$ cat src/rtl/codec_acc_pkg.sv
package codec_acc_pkg;

    typedef enum logic [3:0] {
        S_IDLE,
        S_WR_CLR,
        S_WR_DATA,
        S_WR_ADDR,
        S_WR_WAIT,
        S_WR_END,
        S_RD_CLR,
        S_RD_ISSUE,
        S_RD_ASENT,
        S_RD_ACLR,
        S_RD_AWAIT,
        S_RD_DWAIT,
        S_RD_CAPT,
        S_RD_GAP,
        S_FINISH
    } eng_state_e;

    localparam logic [15:0] RD_FAIL_VALUE = 16'hFFFF;

endpackage

$ cat src/rtl/us_tick_gen.sv
module us_tick_gen #(
    parameter int CLK_PER_US = 100
) (
    input  logic clk,
    input  logic rst_n,
    input  logic restart,
    output logic tick
);
    localparam int PW = (CLK_PER_US > 1) ? $clog2(CLK_PER_US) : 1;
    localparam logic [PW-1:0] LAST = PW'(CLK_PER_US - 1);

    logic [PW-1:0] cnt_q;

    always_ff @(posedge clk or negedge rst_n) begin
        if (!rst_n)              cnt_q <= '0;
        else if (restart)        cnt_q <= '0;
        else if (cnt_q == LAST)  cnt_q <= '0;
        else                     cnt_q <= cnt_q + 1'b1;
    end

    assign tick = (cnt_q == LAST);
endmodule

$ cat src/rtl/us_window.sv
module us_window #(
    parameter int W = 10
) (
    input  logic         clk,
    input  logic         rst_n,
    input  logic         restart,
    input  logic         tick,
    input  logic [W-1:0] limit,
    output logic         expired
);
    logic [W-1:0] us_q;

    assign expired = (us_q >= limit);

    always_ff @(posedge clk or negedge rst_n) begin
        if (!rst_n)                 us_q <= '0;
        else if (restart)           us_q <= '0;
        else if (tick && !expired)  us_q <= us_q + 1'b1;
    end
endmodule

$ cat src/rtl/codec_reg_engine.sv
module codec_reg_engine
    import codec_acc_pkg::*;
#(
    parameter int CLK_PER_US   = 100,
    parameter int WR_TMO_US    = 500,
    parameter int ASENT_TMO_US = 21,
    parameter int READY_TMO_US = 500,
    parameter int RETRY_GAP_US = 21,
    parameter int READ_TRIES   = 5
) (
    input  logic         clk,
    input  logic         rst_n,
    input  logic         req_valid,
    input  logic         req_write,
    input  logic [6:0]   req_index,
    input  logic [15:0]  req_wdata,
    output logic         busy,
    output logic         done,
    output logic [15:0]  rd_data,
    output logic         err,
    output logic [31:0]  cmd_addr_word,
    output logic         cmd_addr_we,
    output logic [31:0]  cmd_data_word,
    output logic         cmd_data_we,
    input  logic [31:30] tx_status,
    output logic [31:30] tx_clr,
    input  logic [22:21] rx_status,
    output logic [22:21] rx_clr,
    input  logic [18:12] rsp_addr_word,
    input  logic [19:4]  rsp_data_word
);
    localparam int MAX_A  = (WR_TMO_US > READY_TMO_US) ? WR_TMO_US : READY_TMO_US;
    localparam int MAX_B  = (ASENT_TMO_US > RETRY_GAP_US) ? ASENT_TMO_US : RETRY_GAP_US;
    localparam int MAX_US = (MAX_A > MAX_B) ? MAX_A : MAX_B;
    localparam int US_W   = $clog2(MAX_US + 1);
    localparam int TRY_W  = $clog2(READ_TRIES + 1);
    localparam logic [TRY_W-1:0] LAST_TRY = TRY_W'(READ_TRIES);

    eng_state_e       state_q, state_d;
    logic             rd_q;
    logic [6:0]       idx_q;
    logic [15:0]      wdata_q;
    logic [TRY_W-1:0] tries_q;
    logic             a_to_q;
    logic [15:0]      rd_data_q;
    logic             err_q;
    logic             rd_fail;

    logic             tmr_restart, us_tick, tmr_exp;
    logic [US_W-1:0]  tmr_limit;
    logic             idx_match, sent_any;

    assign idx_match   = (rsp_addr_word == idx_q);
    assign sent_any    = tx_status[31] | tx_status[30];
    assign tmr_restart = (state_d != state_q);

    // Wait limit chosen by the state being timed
    always_comb begin
        unique case (state_q)
            S_WR_WAIT:              tmr_limit = US_W'(WR_TMO_US);
            S_RD_ASENT:             tmr_limit = US_W'(ASENT_TMO_US);
            S_RD_AWAIT, S_RD_DWAIT: tmr_limit = US_W'(READY_TMO_US);
            S_RD_GAP:               tmr_limit = US_W'(RETRY_GAP_US);
            default:                tmr_limit = '0;
        endcase
    end

    us_tick_gen #(.CLK_PER_US(CLK_PER_US)) u_tick (
        .clk     (clk),
        .rst_n   (rst_n),
        .restart (tmr_restart),
        .tick    (us_tick)
    );

    us_window #(.W(US_W)) u_win (
        .clk     (clk),
        .rst_n   (rst_n),
        .restart (tmr_restart),
        .tick    (us_tick),
        .limit   (tmr_limit),
        .expired (tmr_exp)
    );

    // Next-state logic
    always_comb begin
        state_d = state_q;
        rd_fail = 1'b0;
        unique case (state_q)
            S_IDLE:     if (req_valid) state_d = req_write ? S_WR_CLR : S_RD_CLR;
            S_WR_CLR:   state_d = S_WR_DATA;
            S_WR_DATA:  state_d = S_WR_ADDR;
            S_WR_ADDR:  state_d = S_WR_WAIT;
            S_WR_WAIT:  if (sent_any || tmr_exp) state_d = S_WR_END;
            S_WR_END:   state_d = S_FINISH;
            S_RD_CLR:   state_d = S_RD_ISSUE;
            S_RD_ISSUE: state_d = S_RD_ASENT;
            S_RD_ASENT: if (tx_status[31] || tmr_exp) state_d = S_RD_ACLR;
            S_RD_ACLR:  state_d = S_RD_AWAIT;
            S_RD_AWAIT: if (rx_status[22] || tmr_exp) state_d = S_RD_DWAIT;
            S_RD_DWAIT: begin
                if (rx_status[21]) begin
                    state_d = S_RD_CAPT;
                end else if (tmr_exp) begin
                    if (!a_to_q) begin
                        state_d = S_RD_CAPT;
                    end else if (tries_q == LAST_TRY) begin
                        state_d = S_FINISH;
                        rd_fail = 1'b1;
                    end else begin
                        state_d = S_RD_CLR;
                    end
                end
            end
            S_RD_CAPT: begin
                if (idx_match) begin
                    state_d = S_FINISH;
                end else if (tries_q == LAST_TRY) begin
                    state_d = S_FINISH;
                    rd_fail = 1'b1;
                end else begin
                    state_d = S_RD_GAP;
                end
            end
            S_RD_GAP:   if (tmr_exp) state_d = S_RD_CLR;
            S_FINISH:   state_d = S_IDLE;
            default:    state_d = S_IDLE;
        endcase
    end

    // State register
    always_ff @(posedge clk or negedge rst_n) begin
        if (!rst_n) state_q <= S_IDLE;
        else        state_q <= state_d;
    end

    // Request, attempt and result registers
    always_ff @(posedge clk or negedge rst_n) begin
        if (!rst_n) begin
            rd_q      <= 1'b0;
            idx_q     <= '0;
            wdata_q   <= '0;
            tries_q   <= '0;
            a_to_q    <= 1'b0;
            rd_data_q <= '0;
            err_q     <= 1'b0;
        end else begin
            if (state_q == S_IDLE && req_valid) begin
                rd_q    <= !req_write;
                idx_q   <= req_index;
                wdata_q <= req_wdata;
                tries_q <= '0;
                err_q   <= 1'b0;
            end
            if (state_q == S_RD_ISSUE) tries_q <= tries_q + 1'b1;
            if (state_q == S_RD_AWAIT && state_d == S_RD_DWAIT) a_to_q <= !rx_status[22];
            if (state_q == S_WR_WAIT && state_d == S_WR_END && !sent_any) err_q <= 1'b1;
            if (state_q == S_RD_CAPT && idx_match) begin
                rd_data_q <= rsp_data_word;
                err_q     <= 1'b0;
            end
            if (rd_fail) begin
                rd_data_q <= RD_FAIL_VALUE;
                err_q     <= 1'b1;
            end
        end
    end

    // Outputs decoded from the state
    always_comb begin
        busy        = (state_q != S_IDLE);
        done        = 1'b0;
        cmd_addr_we = 1'b0;
        cmd_data_we = 1'b0;
        tx_clr      = 2'b00;
        rx_clr      = 2'b00;
        unique case (state_q)
            S_WR_CLR, S_WR_END:  tx_clr = 2'b11;
            S_WR_DATA:           cmd_data_we = 1'b1;
            S_WR_ADDR:           cmd_addr_we = 1'b1;
            S_RD_CLR, S_RD_ACLR: tx_clr = 2'b10;
            S_RD_ISSUE:          cmd_addr_we = 1'b1;
            S_RD_CAPT:           rx_clr = 2'b11;
            S_FINISH:            done = 1'b1;
            default:             ;
        endcase
    end

    assign cmd_addr_word = {12'h000, rd_q, idx_q, 12'h000};
    assign cmd_data_word = {12'h000, wdata_q, 4'h0};
    assign rd_data       = rd_data_q;
    assign err           = err_q;
endmodule

$ cat config.mk
export PLATFORM = sky130hd
export DESIGN_NAME = codec_reg_engine
export DESIGN_NICKNAME = d
export VERILOG_FILES = /design/src/rtl/codec_acc_pkg.sv /design/src/rtl/us_tick_gen.sv /design/src/rtl/us_window.sv /design/src/rtl/codec_reg_engine.sv
export SDC_FILE = /design/constraint.sdc
export NUM_CORES = 1
export LEC_CHECK = 0
export BUFFER_PORTS_ARGS = -buffer_cell sky130_fd_sc_hd__buf_2
export CAP_MARGIN = 25
export CORE_ASPECT_RATIO = 1.25
export CORE_MARGIN = 8
export CORE_UTILIZATION = 45
export CTS_CLUSTER_SIZE = 10
export DETAILED_ROUTE_END_ITERATION = 10
export PLACE_DENSITY_LB_ADDON = 0.2
export SETUP_SLACK_MARGIN = 0.3
export SYNTH_ARGS = -nofsm -noshare
export SYNTH_HDL_FRONTEND = slang
export SYNTH_SLANG_ARGS = --single-unit
$ cat constraint.sdc
create_clock -name clk -period 3 [get_ports clk]
set_input_delay 0.15 -clock clk [delete_from_list [all_inputs] [get_ports clk]]
set_output_delay 0.15 -clock clk [all_outputs]
set_load 0.03 [all_outputs]
# --- Word-level counts from Yosys, hierarchy flattened ---
# Cells that the tools add are included.
# Widths: inputs -> output; s select.
classes:
  add_sub_neg: 3
  order_cmp: 1
  n_eq_ne: 20
  mux: 37
  bitwise_logic: 1
  n_reduce_logical: 24
ops:
  columns: ["cell", "n"]
  rows:
  - ["$pmux 4 s14", 1]
  - ["$mux 4", 9]
  - ["$eq 4x4->1 const B", 8]
  - ["$mux 16", 2]
  - ["$eq 4x3->1 const B", 5]
  - ["$mux 9", 2]
  - ["$pmux 9 s2", 1]
  - ["$mux 7", 2]
  - ["$mux 1", 12]
  - ["$add 9x1->9 const B", 1]
  - ["$ge 9x9->1", 1]
  - ["$mux 3", 3]
  - ["$eq 4x2->1 const B", 2]
  - ["$reduce_bool 4->1", 2]
  - ["$reduce_or 2->1", 4]
  - ["$add 7x1->7 const B", 1]
  - ["$eq 7x7->1", 1]
  - ["$eq 7x7->1 const B", 1]
  - ["$logic_and 1x1->1", 6]
  - ["$mux 2", 3]
  - ["$reduce_bool 2->1", 3]
  - ["$eq 4x1->1 const B", 1]
  - ["$logic_not 1->1", 4]
  - ["$logic_not 4->1", 1]
  - ["other kinds (8)", 10]
totals:
  ff_bits: 65
  in_bits: 54
  output_inout_bits: 89

# --- Longest topological paths before layout ---
# Gate-level depths: netlist of run 1.
depth:
  word_depth: 13
  depth_mapped: 13

# --- Cells and area by module ---
# Synthesis of run 1 repeated with hierarchy kept, for this count alone.
unflattened:
  cells_unflattened: 368
  hier_area_um2: 3749.8
modules_own_cells:
  columns: ["module", "instances", "cells_each", "area_per_inst_um2", "seq_area_each_um2"]
  rows:
  - ["codec_reg_engine", 1, 255, 2688.8, 1226.2]
  - ["us_window", 1, 82, 742.0, 225.2]
  - ["us_tick_gen", 1, 31, 319.1, 175.2]

# --- Worst setup path before layout of run 1 ---
# OpenSTA, ideal clock, no wires.
synth_timing:
  path_type: "reg-to-reg"
  from: "reg state_q[0]"
  to: "reg rd_data_q[10], in the netlist rd_data[10]"
  setup_ns: 0.123
  t_arrival_ns: 3.152
  path_slack_ns: -0.276
  stages_incl_launch_ff: 14
  path_cell_list: "dfrtp_1 clkbuf_1 clkbuf_1 xor2_1 nor3_1 ha_1 or3b_2 o31a_1 clkinvlp_2 o31ai_4 buf_2 a21oi_4 buf_2 nand2_1"
synth_between:
  elab_chain_cells: 8
  elab_cells_between_ends: 16
  classes_between: "order compare (1); eq/ne (6); mux (5); reduce/logical (4)"
synth_lines:
  columns: ["element", "line", "text"]
  rows:
  - ["start, declared", "codec_reg_engine.sv:39", "eng_state_e state_q, state_d;"]
  - ["start signal, assigned", "codec_reg_engine.sv:133", "else state_q <= state_d;"]
  - ["$eq 4x4->1, or another cell as far along", "codec_reg_engine.sv:59", "unique case (state_q)"]
  - ["$reduce_or 3->1 (no source line) or $reduce_or 2->1 (tied branches)", null, null]
  - ["$pmux 9 s2", "codec_reg_engine.sv:59", null]
  - ["$ge 9x9->1", "us_window.sv:13", "assign expired = (us_q >= limit);"]
  - ["$mux 1", "codec_reg_engine.sv:103", "end else if (tmr_exp) begin"]
  - ["$mux 1", "codec_reg_engine.sv:101", "if (rx_status[21]) begin"]
  - ["$pmux 1 s2", "codec_reg_engine.sv:88", "unique case (state_q)"]
  - ["$mux 16 or $reduce_bool 2->1 (tied branches)", null, null]
  - ["end signal, assigned", "codec_reg_engine.sv:158", "rd_data_q <= rsp_data_word;"]
  - ["end, declared", "codec_reg_engine.sv:45", "logic [15:0] rd_data_q;"]
# Several ways; a longest one is shown, not always the timed one.
# A chain may end at the register's enable or synchronous reset.

# --- Final worst setup path of run 1 ---
layout_timing:
  from: "reg state_q[0]"
  to: "reg u_win.us_q[1]"
layout_between:
  elab_chain_cells: 9
  elab_cells_between_ends: 34
  classes_between: "order compare (1); eq/ne (14); mux (10); reduce/logical (9)"
layout_lines:
  columns: ["element", "line", "text"]
  rows:
  - ["$eq 4x4->1 or $eq 4x3->1 (tied branches)", "codec_reg_engine.sv:59, codec_reg_engine.sv:88", null]
  - ["$reduce_or 3->1 (no source line) or $reduce_or 2->1 (tied branches)", null, null]
  - ["$pmux 9 s2", "codec_reg_engine.sv:59", null]
  - ["$ge 9x9->1", "us_window.sv:13", null]
  - ["$mux 4, or another cell as far along", "codec_reg_engine.sv:103", null]
  - ["$mux 4, on equally long branches", null, null]
  - ["$pmux 4 s14", "codec_reg_engine.sv:88", null]
  - ["$ne 4x4->1", "codec_reg_engine.sv:55", "assign tmr_restart = (state_d != state_q);"]
  - ["$mux 9 or $reduce_bool 2->1 (tied branches)", null, null]
  - ["end signal, assigned", "us_window.sv:18", "else if (tick && !expired) us_q <= us_q + 1'b1;"]
  - ["end, declared", "us_window.sv:11", "logic [W-1:0] us_q;"]
# Several ways; a longest one is shown, not always the timed one.

==> results.json, run 1 <==
{
  "yosys.area_share.xor_xnor_pct": 4.59,
  "io_buffers": 102,
  "area_growth_from_synthesis_to_layout_pct": 26.8,
  "synth.avg_cell_area_um2": 10.4,
  "crit_arrival_ns": 3.06,
  "synth_simple_gate_area_share_pct": 15.6,
  "dieHeight_um": 119,
  "detail_route.vias_per_cell": 5.09,
  "max-cap-violations": 0,
  "post-route-util_pct": 58.8,
  "drt-initial-drc-count": 213,
  "gp_routability_congestion": 0.827,
  "synth-compound-area-share_pct": 11.8,
  "clock_network_latency_to_the_later_pin_of_the_worst_skew_pair_ns": 0.35,
  "timing.clock.skew_ns": 0.0104,
  "endpoint_kind": "register",
  "regArea_um2": 1630,
  "synth_adder_area_share_pct": 2.95,
  "outcome": "finished clean",
  "aggregate_global_route_resource_usage_pct": 16.2,
  "cts-buffers-inserted": 9,
  "timing.fmax_mhz": 355,
  "postSynth.topFlopCell": "sky130_fd_sc_hd__dfrtp_1",
  "synth_top_area_cell": "sky130_fd_sc_hd__dfrtp_1",
  "detailed_place_hpwl_um": 7050,
  "postRouteAntennaNets": 0,
  "floorplan.die_area_um2": 11700,
  "drt_wl_total_um": 9580,
  "timing_max_transition_violations_final": 0,
  "final.setup.worst_slack_ns": 0.180,
  "clk_path_buf_depth": 2,
  "critical_path.reg2reg.endpoint": "u_win.us_q[1]",
  "yosys.cell_types.count": 61,
  "synth.cells.most_frequent": "sky130_fd_sc_hd__dfrtp_1, sky130_fd_sc_hd__buf_4, sky130_fd_sc_hd__nand2_1",
  "power_per_cell_area_nw_per_um2": 1120,
  "avgRoutedWirePerCell_um": 16.1,
  "hold_depth": 3,
  "first_global_vias": 3238,
  "most_numerous_cell_in_the_yosys_netlist": "sky130_fd_sc_hd__dfrtp_1",
  "finalHoldViolCount": 0,
  "worst-r2r-cell-count": 12,
  "clock_tree_from_tritoncts": "done",
  "post_synth_inst_count": 366,
  "combinational_family_with_the_most_area_after_synthesis": "simple AND/OR/NAND/NOR gates",
  "timing.hold.ws_ns": 0.0143,
  "finish.net_count": 555,
  "final_period_minus_worst_setup_slack_ns": 2.82,
  "global_route.overflow_total": 0,
  "syn-cell-area_um2": 3820,
  "filler_cell_count": 695,
  "grt_pass1_wl_um": 15400,
  "grt_antenna_before_repair": 0,
  "grt_max_degree": 37,
  "die-width_um": 98.4,
  "path_max_fanout": 16,
  "synth_area_leaders": "sky130_fd_sc_hd__dfrtp_1, sky130_fd_sc_hd__buf_4, sky130_fd_sc_hd__mux2_2",
  "placement_rows": 37,
  "core-area_um2": 8240,
  "dr.pass1.iters": 4,
  "route.vias.total": 3022,
  "antennaDiodeCount": 0,
  "part_of_the_yosys_area_used_for_sequential_elements_pct": 42.6,
  "finalSetupTns_ns": 0,
  "layout-drive-gt1-share_pct": 39.4,
  "crit-reg2reg-launch": "state_q[0]",
  "cts.clk_slew.worst_paths_ns": 0.07,
  "worst-r2r-setup-slack_ns": 0.18,
  "yosys_warnings": 0,
  "drt_drc_violations_left": 0,
  "peakVddDrop_mv": 0.558,
  "clock-root-buffer": "sky130_fd_sc_hd__clkbuf_8",
  "synthMuxAreaShare_pct": 11.2,
  "synth_async_sr_flop_share_pct": 100,
  "initial_utilization_pct": 46.4,
  "power.leakage_nw": 2.52,
  "worst_hold_path.endpoint": "rd_data[6]",
  "pre_cts_slack_ns": -0.0394,
  "final.period_utilization_pct": 94.0,
  "synth_enable_flop_cells": 0,
  "worst-endpoint-required_ns": 3.24,
  "tightest_slew_ns": 0.697,
  "worst_hold_path_type": "in -> reg",
  "setup_viol_count_final": 0,
  "cts_sinks": 65,
  "multiInputGateArea_um2": 2020,
  "maxSlewHeadroom_pct": 53.5,
  "hp-start": "rsp_data_word[10]",
  "ios": 143,
  "htree_levels": 3,
  "setup.worst_path.class": "reg -> reg",
  "timing.critical_path.from_type": "register",
  "flip_flop_and_latch_count_after_synthesis": 65,
  "grt_setup_unrepaired": "true",
  "synth_top_area_share_pct": 42.6
}
[repair_timing]
item,4_1_cts,5_1_grt
endpoints found under the setup margin,34,20
buffers inserted,4,4
hold endpoints to repair,34,0
pin swaps,7,4
resized for setup,7,11
gates cloned,0,1
hold buffers,6,0
[state kept, by name, indices dropped and copies added, names as in the netlist, 3 cells and up]
signal	count
state_q	4
u_win.us_q	9
tries_q	3
wdata_q	16
idx_q	7
rd_data	16
u_tick.cnt_q	7
[power breakdown]
part	total [W]	leakage (nW)	internal [W]	switching (W)
registers	0.00138	0.842	0.00118	0.000207
logic	0.00320	1.56	0.00130	0.00190
clock network	0.000838	0.113	0.000489	0.000349
total	0.00542	2.52	0.00296	0.00246
[critical path, stage by stage (launching register included)]
cell	delay, ns
sky130_fd_sc_hd__dfrtp_2	0.44
sky130_fd_sc_hd__nor4b_4	0.34
sky130_fd_sc_hd__a21oi_4	0.11
sky130_fd_sc_hd__ha_1	0.30
sky130_fd_sc_hd__and4_4	0.23
sky130_fd_sc_hd__o31a_1	0.18
sky130_fd_sc_hd__clkinvlp_4	0.11
sky130_fd_sc_hd__o31ai_4	0.26
sky130_fd_sc_hd__buf_4	0.18
sky130_fd_sc_hd__nor3b_4	0.04
sky130_fd_sc_hd__o311ai_4	0.26
sky130_fd_sc_hd__buf_12	0.18
sky130_fd_sc_hd__nor2_1	0.05
[layout make-up]
type	count	share of cell area [%]
Sequential cell	65	33.6
Timing Repair Buffer	133	16.7
Inverter	10	0.852
Clock inverter	5	1.63
Tap cell	97	2.51
Clock buffer	11	2.92
Multi-Input combinational cell	273	41.8
[worst max path at each step]
| stage | from | endpoint | slack [ns] |
|---|---|---|---|
| CTS | state_q[0] | u_win.us_q[8] | 0.20 |
| floorplan | state_q[1] | u_win.us_q[0] | 0.06 |
| global route | state_q[0] | u_win.us_q[8] | 0.04 |
| finish | state_q[0] | u_win.us_q[1] | 0.18 |
| global placement | state_q[0] | u_tick.cnt_q[0] | 0.02 |
| detailed placement | state_q[0] | u_tick.cnt_q[5] | -0.04 |
[metrics by stage]
step | instance area (µm²) | instances | total power (W)
floorplan | 4020 | 405 | 0.00352
finish | 4840 | 594 | 0.00542
detailed placement | 4350 | 563 | 0.00416
global route | 4840 | 594 | 0.00576
CTS | 4720 | 589 | 0.00524
global placement | 4350 | 563 | 0.00411
[layer usage]
metal | share of wire (%) | vias to the layer above | track usage (%)
li1 | - | 1456 | -
met1 | 40 | 1429 | 17.7
met5 | 0 | - | 0
met4 | 2.2 | 0 | 7.03
met3 | 10 | 16 | 6.70
met2 | 47 | 121 | 26.9
[placed cells by master, fill, tap and decap left out, drive strengths merged, types with 6 or more instances in the layout]
| master | Yosys | routed |
|---|---|---|
| buf | 49 | 126 |
| dfrtp | 65 | 65 |
| conb | 1 | 40 |
| nand2 | 32 | 32 |
| nor2 | 26 | 26 |
| mux2 | 23 | 23 |
| mux2i | 17 | 17 |
| nand3 | 17 | 17 |
| xnor2 | 15 | 15 |
| clkbuf | 8 | 12 |
| a21oi | 12 | 12 |
| inv | 9 | 9 |
| ha | 9 | 9 |
| o21ai | 8 | 8 |
| nor3 | 7 | 7 |
| nand2b | 6 | 6 |
| dlygate4sd3 | 0 | 6 |
[logic make-up (layout without fill, tap and decap cells)]
group | after synthesis | after routing
compound gates | 50 | 50
xor+xnor | 20 | 20
fa+ha+maj | 9 | 9
buf+inv | 67 | 159
flops | 65 | 65
mux | 40 | 40
other cells | 1 | 40
simple gates | 114 | 114
(Power assumes the default switching activity.)
==> run 2, diff against run 1 <==
--- a/config.mk
+++ b/config.mk
@@ -5,7 +5,7 @@
 export SDC_FILE = /design/constraint.sdc
 export NUM_CORES = 1
 export LEC_CHECK = 0
-export BUFFER_PORTS_ARGS = -buffer_cell sky130_fd_sc_hd__buf_2
+export BUFFER_PORTS_ARGS = -buffer_cell sky130_fd_sc_hd__clkbuf_2
 export CAP_MARGIN = 25
 export CORE_ASPECT_RATIO = 1.25
 export CORE_MARGIN = 8
==> run 2 against run 1 <==
Compared with the run above: non-clock buffer count down 2; clock-buffer cell count is 3 higher; first-iteration DRC count is 58% lower; maximum frequency increased by 0.19%; sequential cell count is the same; largest cell class unchanged; sequential power hardly changed; clock skew decreased by 0.0050 ns; hold slack improved by 0.014 ns; largest power group unchanged.
==> results.json, run 2 (synthesis gave the netlist of run 1 again) <==
{
  "outcome": "finished clean",
  "die-width_um": 98.4,
  "post-route-util_pct": 58.1,
  "clock_network_latency_to_the_later_pin_of_the_worst_skew_pair_ns": 0.33,
  "detail_route.vias_per_cell": 5.14,
  "initial_utilization_pct": 46.4,
  "grt_antenna_before_repair": 0,
  "global_route.overflow_total": 0,
  "cts_sinks": 65,
  "multiInputGateArea_um2": 2020,
  "layout-drive-gt1-share_pct": 40.0,
  "max-cap-violations": 0,
  "worst_hold_path_type": "in -> reg",
  "core-area_um2": 8240,
  "regArea_um2": 1630,
  "path_max_fanout": 16,
  "area_growth_from_synthesis_to_layout_pct": 25.3,
  "worst_hold_path.endpoint": "rd_data[8]",
  "grt_max_degree": 35,
  "pre_cts_slack_ns": -0.0809,
  "final.period_utilization_pct": 93.8,
  "cts.clk_slew.worst_paths_ns": 0.07,
  "timing.critical_path.from_type": "register",
  "dr.pass1.iters": 4,
  "timing.fmax_mhz": 355,
  "layout.cells.most_common_list": "sky130_fd_sc_hd__clkbuf_2, sky130_fd_sc_hd__dfrtp_1, sky130_fd_sc_hd__conb_1",
  "power.leakage_nw": 2.49,
  "floorplan.die_area_um2": 11700,
  "crit-reg2reg-launch": "state_q[0]",
  "hp-start": "rsp_data_word[12]",
  "peakVddDrop_mv": 0.600,
  "antennaDiodeCount": 0,
  "clock_tree_from_tritoncts": "done",
  "clk_path_buf_depth": 2,
  "endpoint_kind": "register",
  "critical_path.reg2reg.endpoint": "u_tick.cnt_q[0]",
  "timing_max_transition_violations_final": 0,
  "first_global_vias": 3241,
  "maxSlewHeadroom_pct": 41.8,
  "final_period_minus_worst_setup_slack_ns": 2.81,
  "layout.cells.non_filler": 592,
  "grt_setup_unrepaired": "true",
  "worst-endpoint-required_ns": 3.25,
  "setup_viol_count_final": 0,
  "drt_drc_violations_left": 0,
  "cts-buffers-inserted": 9,
  "finalHoldViolCount": 0,
  "mostFrequentLayoutCell": "sky130_fd_sc_hd__clkbuf_2",
  "placement_rows": 37,
  "postRouteAntennaNets": 0,
  "grt_pass1_wl_um": 15400,
  "drt-initial-drc-count": 90,
  "setup.worst_path.class": "reg -> reg",
  "worst-r2r-setup-slack_ns": 0.19,
  "avgRoutedWirePerCell_um": 16.1,
  "drt_wl_total_um": 9530,
  "htree_levels": 3,
  "gp_routability_congestion": 0.826,
  "worst-r2r-cell-count": 12,
  "final.setup.worst_slack_ns": 0.185,
  "placed_cells": 563,
  "tightest_slew_ns": 0.873,
  "timing.clock.skew_ns": 0.00545,
  "clock-root-buffer": "sky130_fd_sc_hd__clkbuf_8",
  "crit_arrival_ns": 3.07,
  "detailed_place_hpwl_um": 7050,
  "finish.net_count": 553,
  "hold_depth": 3,
  "filler_cell_count": 720,
  "route.vias.total": 3043,
  "ios": 143,
  "io_buffers": 102,
  "dieHeight_um": 119,
  "power_per_cell_area_nw_per_um2": 1140,
  "aggregate_global_route_resource_usage_pct": 16.2
}
==> run 2: cell types whose count changed in the layout (fill, tap and decap cells not counted), sizes merged <==
| cell | delta |
|---|---|
| buf | -99 |
| bufinv | -1 |
| clkbuf | +104 |
| clkinv | -2 |
| dlygate4sd3 | -4 |
==> run 2: per-layer routing <==
layer	global-route usage [%]	wire, µm	part of all wire, %
met2	27.7	4690	49
met4	7.22	149	1.6
met1	17.1	3780	40
met3	6.59	914	9.6
met5	0	0	0
==> run 2: how the worst max path moves through the flow <==
stage	end	from	depth (start not counted)	slack [ns]
final	u_tick.cnt_q[0]	state_q[0]	12	0.19
after global routing	u_tick.cnt_q[0]	state_q[3]	12	0.07
after CTS	u_tick.cnt_q[0]	state_q[0]	12	0.21
after detailed placement	u_tick.cnt_q[4]	state_q[0]	10	-0.08
after global placement	u_tick.cnt_q[0]	state_q[0]	10	0.04
after floorplan	u_win.us_q[0]	state_q[1]	12	0.06
==> run 2: final cells by class <==
cell class	instances	area share, %
multi-input combinational	273	42.1
sequential	65	34.0
timing repair buffer	131	16.1
clock buffer	14	3.61
tap	97	2.54
inverter	10	0.863
clock inverter	2	0.732
==> run 2: critical path, stage by stage, from the launching register on <==
cell and delay, ns:
sky130_fd_sc_hd__dfrtp_2 0.45, sky130_fd_sc_hd__xor2_2 0.20, sky130_fd_sc_hd__nor3_4 0.15, sky130_fd_sc_hd__ha_1 0.27, sky130_fd_sc_hd__or3b_4 0.39, sky130_fd_sc_hd__o31a_1 0.28, sky130_fd_sc_hd__clkinvlp_4 0.10, sky130_fd_sc_hd__o31ai_4 0.07
sky130_fd_sc_hd__buf_6 0.15, sky130_fd_sc_hd__o221ai_4 0.18, sky130_fd_sc_hd__o311ai_4 0.14, sky130_fd_sc_hd__buf_12 0.18, sky130_fd_sc_hd__nor3b_1 0.18
==> run 2: through the flow <==
| stage | area [µm²] | power [W] | setup TNS [ns] | hold slack [ns] |
|---|---|---|---|---|
| 5_1_grt | 4790 | 0.00576 | 0 | 0.0123 |
| 6_report | 4790 | 0.00544 | 0 | 0.0285 |
| 4_1_cts | 4700 | 0.00526 | 0 | 0.00394 |
| 2_1_floorplan | 4020 | 0.00352 | 0 | -0.146 |
| 3_3_place_gp | 4350 | 0.00412 | 0 | 0.306 |
| 3_5_place_dp | 4350 | 0.00417 | -0.864 | 0.311 |
==> run 2: repair_timing <==
item                                    4_1_cts  5_1_grt
pin swaps                                     5        1
hold buffers                                  2        0
gates resized for setup                       7       12
endpoints found under the hold margin        34        0
buffers inserted                              8        3
endpoints found under the setup margin       34       38
gates cloned                                  0        0
==> run 2: power by group <==
part | total, W | internal [W] | switching (W)
clock | 0.000774 | 0.000452 | 0.000323
combinational | 0.00327 | 0.00132 | 0.00195
sequential | 0.00139 | 0.00118 | 0.000219
total | 0.00544 | 0.00295 | 0.00249
==> run 3, diff against run 2 <==
==> constraint.sdc (replaced) <==
create_clock -name clk -period 3 [get_ports clk]
set_input_delay 0.15 -clock clk [delete_from_list [all_inputs] [get_ports clk]]
set_output_delay 0.15 -clock clk [all_outputs]
set_load 0.05 [all_outputs]
==> run 3 against run 2 <==
Compared with the run above: clock power grew 18%; non-clock buffer count grew 5; utilization increased by 3.3 points; register-to-register slack lost 0.11 ns; global-route usage is 0.90 points higher; hold slack worse by 0.0068 ns.
==> results.json, run 3 (synthesis gave the netlist of run 1 again) <==
{
  "die-width_um": 98.4,
  "route.vias.total": 3081,
  "detail_route.vias_per_cell": 5.16,
  "drt-initial-drc-count": 91,
  "crit_arrival_ns": 3.15,
  "dieHeight_um": 119,
  "gp_routability_congestion": 0.834,
  "path_buf_inv": 3,
  "avgRoutedWirePerCell_um": 16.6,
  "power.leakage_nw": 2.55,
  "slowest_cp_cell": "sky130_fd_sc_hd__dfrtp_2",
  "grt_max_degree": 42,
  "first_global_vias": 3386,
  "cts.clk_slew.worst_paths_ns": 0.08,
  "cts_sinks": 65,
  "tightest_slew_ns": 0.622,
  "cts-buffers-inserted": 9,
  "global_route.overflow_total": 0,
  "grt_pass1_wl_um": 16100,
  "floorplan.die_area_um2": 11700,
  "cp_cell_sequence": "nor4b_4 -> a21oi_4 -> ha_4 -> and4_4 -> o31a_1 -> clkinvlp_4 -> o31ai_4 -> nor2_2 -> o311ai_4 -> buf_4 -> buf_12 -> nor2_1",
  "grt_antenna_before_repair": 0,
  "finish.net_count": 558,
  "layout.cells.most_common_list": "sky130_fd_sc_hd__clkbuf_2, sky130_fd_sc_hd__dfrtp_1, sky130_fd_sc_hd__conb_1",
  "maxSlewHeadroom_pct": 58.4,
  "io_buffers": 102,
  "area_growth_from_synthesis_to_layout_pct": 32.3,
  "mostFrequentLayoutCell": "sky130_fd_sc_hd__clkbuf_2",
  "post-route-util_pct": 61.3,
  "final_period_minus_worst_setup_slack_ns": 2.92,
  "finalHoldViolCount": 0,
  "outcome": "finished clean",
  "timing.hold.ws_ns": 0.0216,
  "ios": 143,
  "finalSetupTns_ns": 0,
  "final.setup.worst_slack_ns": 0.0764,
  "power_per_cell_area_nw_per_um2": 1270,
  "placement_rows": 37,
  "grt_setup_unrepaired": "true",
  "initial_utilization_pct": 46.4,
  "final.period_utilization_pct": 97.5,
  "clock_tree_from_tritoncts": "done",
  "timing.fmax_mhz": 342,
  "timing_max_transition_violations_final": 0,
  "dpl-instance-area_um2": 4380,
  "aggregate_global_route_resource_usage_pct": 17.1,
  "clockPowerShare_pct": 14.2,
  "layout-drive-gt1-share_pct": 45.8,
  "endpoint_kind": "register",
  "path_max_fanout": 8,
  "p_sw_w": 0.00312,
  "postRouteAntennaNets": 0,
  "worst-endpoint-required_ns": 3.22,
  "drt_drc_violations_left": 0,
  "clk_path_buf_depth": 2,
  "setup.worst_path.class": "reg -> reg",
  "htree_levels": 3,
  "sw_frac_of_total_pct": 48.5,
  "antennaDiodeCount": 0,
  "timing.clock.skew_ns": 0.0102,
  "cpPeakStageDelay_ns": 0.44,
  "power.combinational.fraction_pct": 64.1,
  "seqPwrFrac_pct": 21.7,
  "core-area_um2": 8240,
  "pre_cts_slack_ns": 0.0514,
  "finalInstanceArea_um2": 5050,
  "clock-root-buffer": "sky130_fd_sc_hd__clkbuf_8",
  "timing.critical_path.from_type": "register",
  "dr.pass1.iters": 4,
  "detailed_place_hpwl_um": 7150,
  "clock_network_latency_to_the_later_pin_of_the_worst_skew_pair_ns": 0.34,
  "internal-power_w": 0.00331,
  "worst_hold_path_type": "in -> reg",
  "drt_wl_total_um": 9920,
  "cell_family_with_most_cp_delay": "compound AO/OA/AOI/OAI gates",
  "max-cap-violations": 0,
  "setup_viol_count_final": 0,
  "peakVddDrop_mv": 0.706
}
## run 3: changes by cell type in the layout (fill, tap and decap cells not counted), sizes merged
cell	change
clkinv	+2
dlygate4sd3	-1
bufinv	+2
buf	+5
clkbuf	-3
## run 3: power groups by stage
stage | combinational (W) | clock (W) | sequential, W
3_3_place_gp | 0.00332 | 0 | 0.00140
4_1_cts | 0.00402 | 0.000942 | 0.00140
2_1_floorplan | 0.00182 | 0 | 0.00216
5_1_grt | 0.00439 | 0.000975 | 0.00144
3_5_place_dp | 0.00336 | 0 | 0.00141
6_report | 0.00412 | 0.000914 | 0.00139
## run 3: repair_timing
action / in CTS / in global routing
pin swaps: 15 / 3
hold endpoints to repair: 65 / 0
hold buffers: 1 / 0
buffers inserted: 14 / 1
cloned: 1 / 1
gates resized for setup: 26 / 30
endpoints found under the setup margin: 34 / 38
## run 3: through the flow
stage | total power (W) | cells
after floorplan | 0.00398 | 405
after global placement | 0.00472 | 563
after detailed placement | 0.00477 | 563
after CTS | 0.00636 | 595
after global routing | 0.00680 | 597
final | 0.00643 | 597
## run 3: per-layer routing
| metal | vias to the layer above | GRT usage [%] | part of all wire (%) |
|---|---|---|---|
| met5 | - | 0 | 0 |
| met4 | 0 | 8.57 | 1.9 |
| met3 | 16 | 6.70 | 9.4 |
| met2 | 115 | 28.6 | 50 |
| met1 | 1485 | 18.4 | 38 |
| li1 | 1465 | - | - |
## run 3: worst paths after layout
check                           startpoint  depth (start not counted)              end  slack (ns)
max reg2reg                     state_q[0]                         12    u_win.us_q[4]        0.08
max in group asynchronous            rst_n                          3    u_win.us_q[0]        2.19
min in group asynchronous            rst_n                          2      wdata_q[14]        0.12
max                             state_q[0]                         12    u_win.us_q[4]        0.08
min                          rx_status[22]                          2           a_to_q        0.02
min reg2reg                u_tick.cnt_q[0]                          1  u_tick.cnt_q[0]        0.50
## run 3: worst register-to-register path, stage by stage (launching register included)
cell and delay [ns]:
sky130_fd_sc_hd__dfrtp_2 0.44, sky130_fd_sc_hd__nor4b_4 0.36, sky130_fd_sc_hd__a21oi_4 0.11, sky130_fd_sc_hd__ha_4 0.29, sky130_fd_sc_hd__and4_4 0.23, sky130_fd_sc_hd__o31a_1 0.18, sky130_fd_sc_hd__clkinvlp_4 0.12, sky130_fd_sc_hd__o31ai_4 0.37
sky130_fd_sc_hd__nor2_2 0.09, sky130_fd_sc_hd__o311ai_4 0.29, sky130_fd_sc_hd__buf_4 0.17, sky130_fd_sc_hd__buf_12 0.12, sky130_fd_sc_hd__nor2_1 0.05
## run 3: layout make-up
cell class	instances	area [µm²]
Tap cell	97	121
Fill cell	704	3190
Clock inverter	6	116
Clock buffer	10	128
Timing Repair Buffer	136	855
Sequential cell	65	1630
Inverter	10	41.3
Multi-Input combinational cell	273	2170
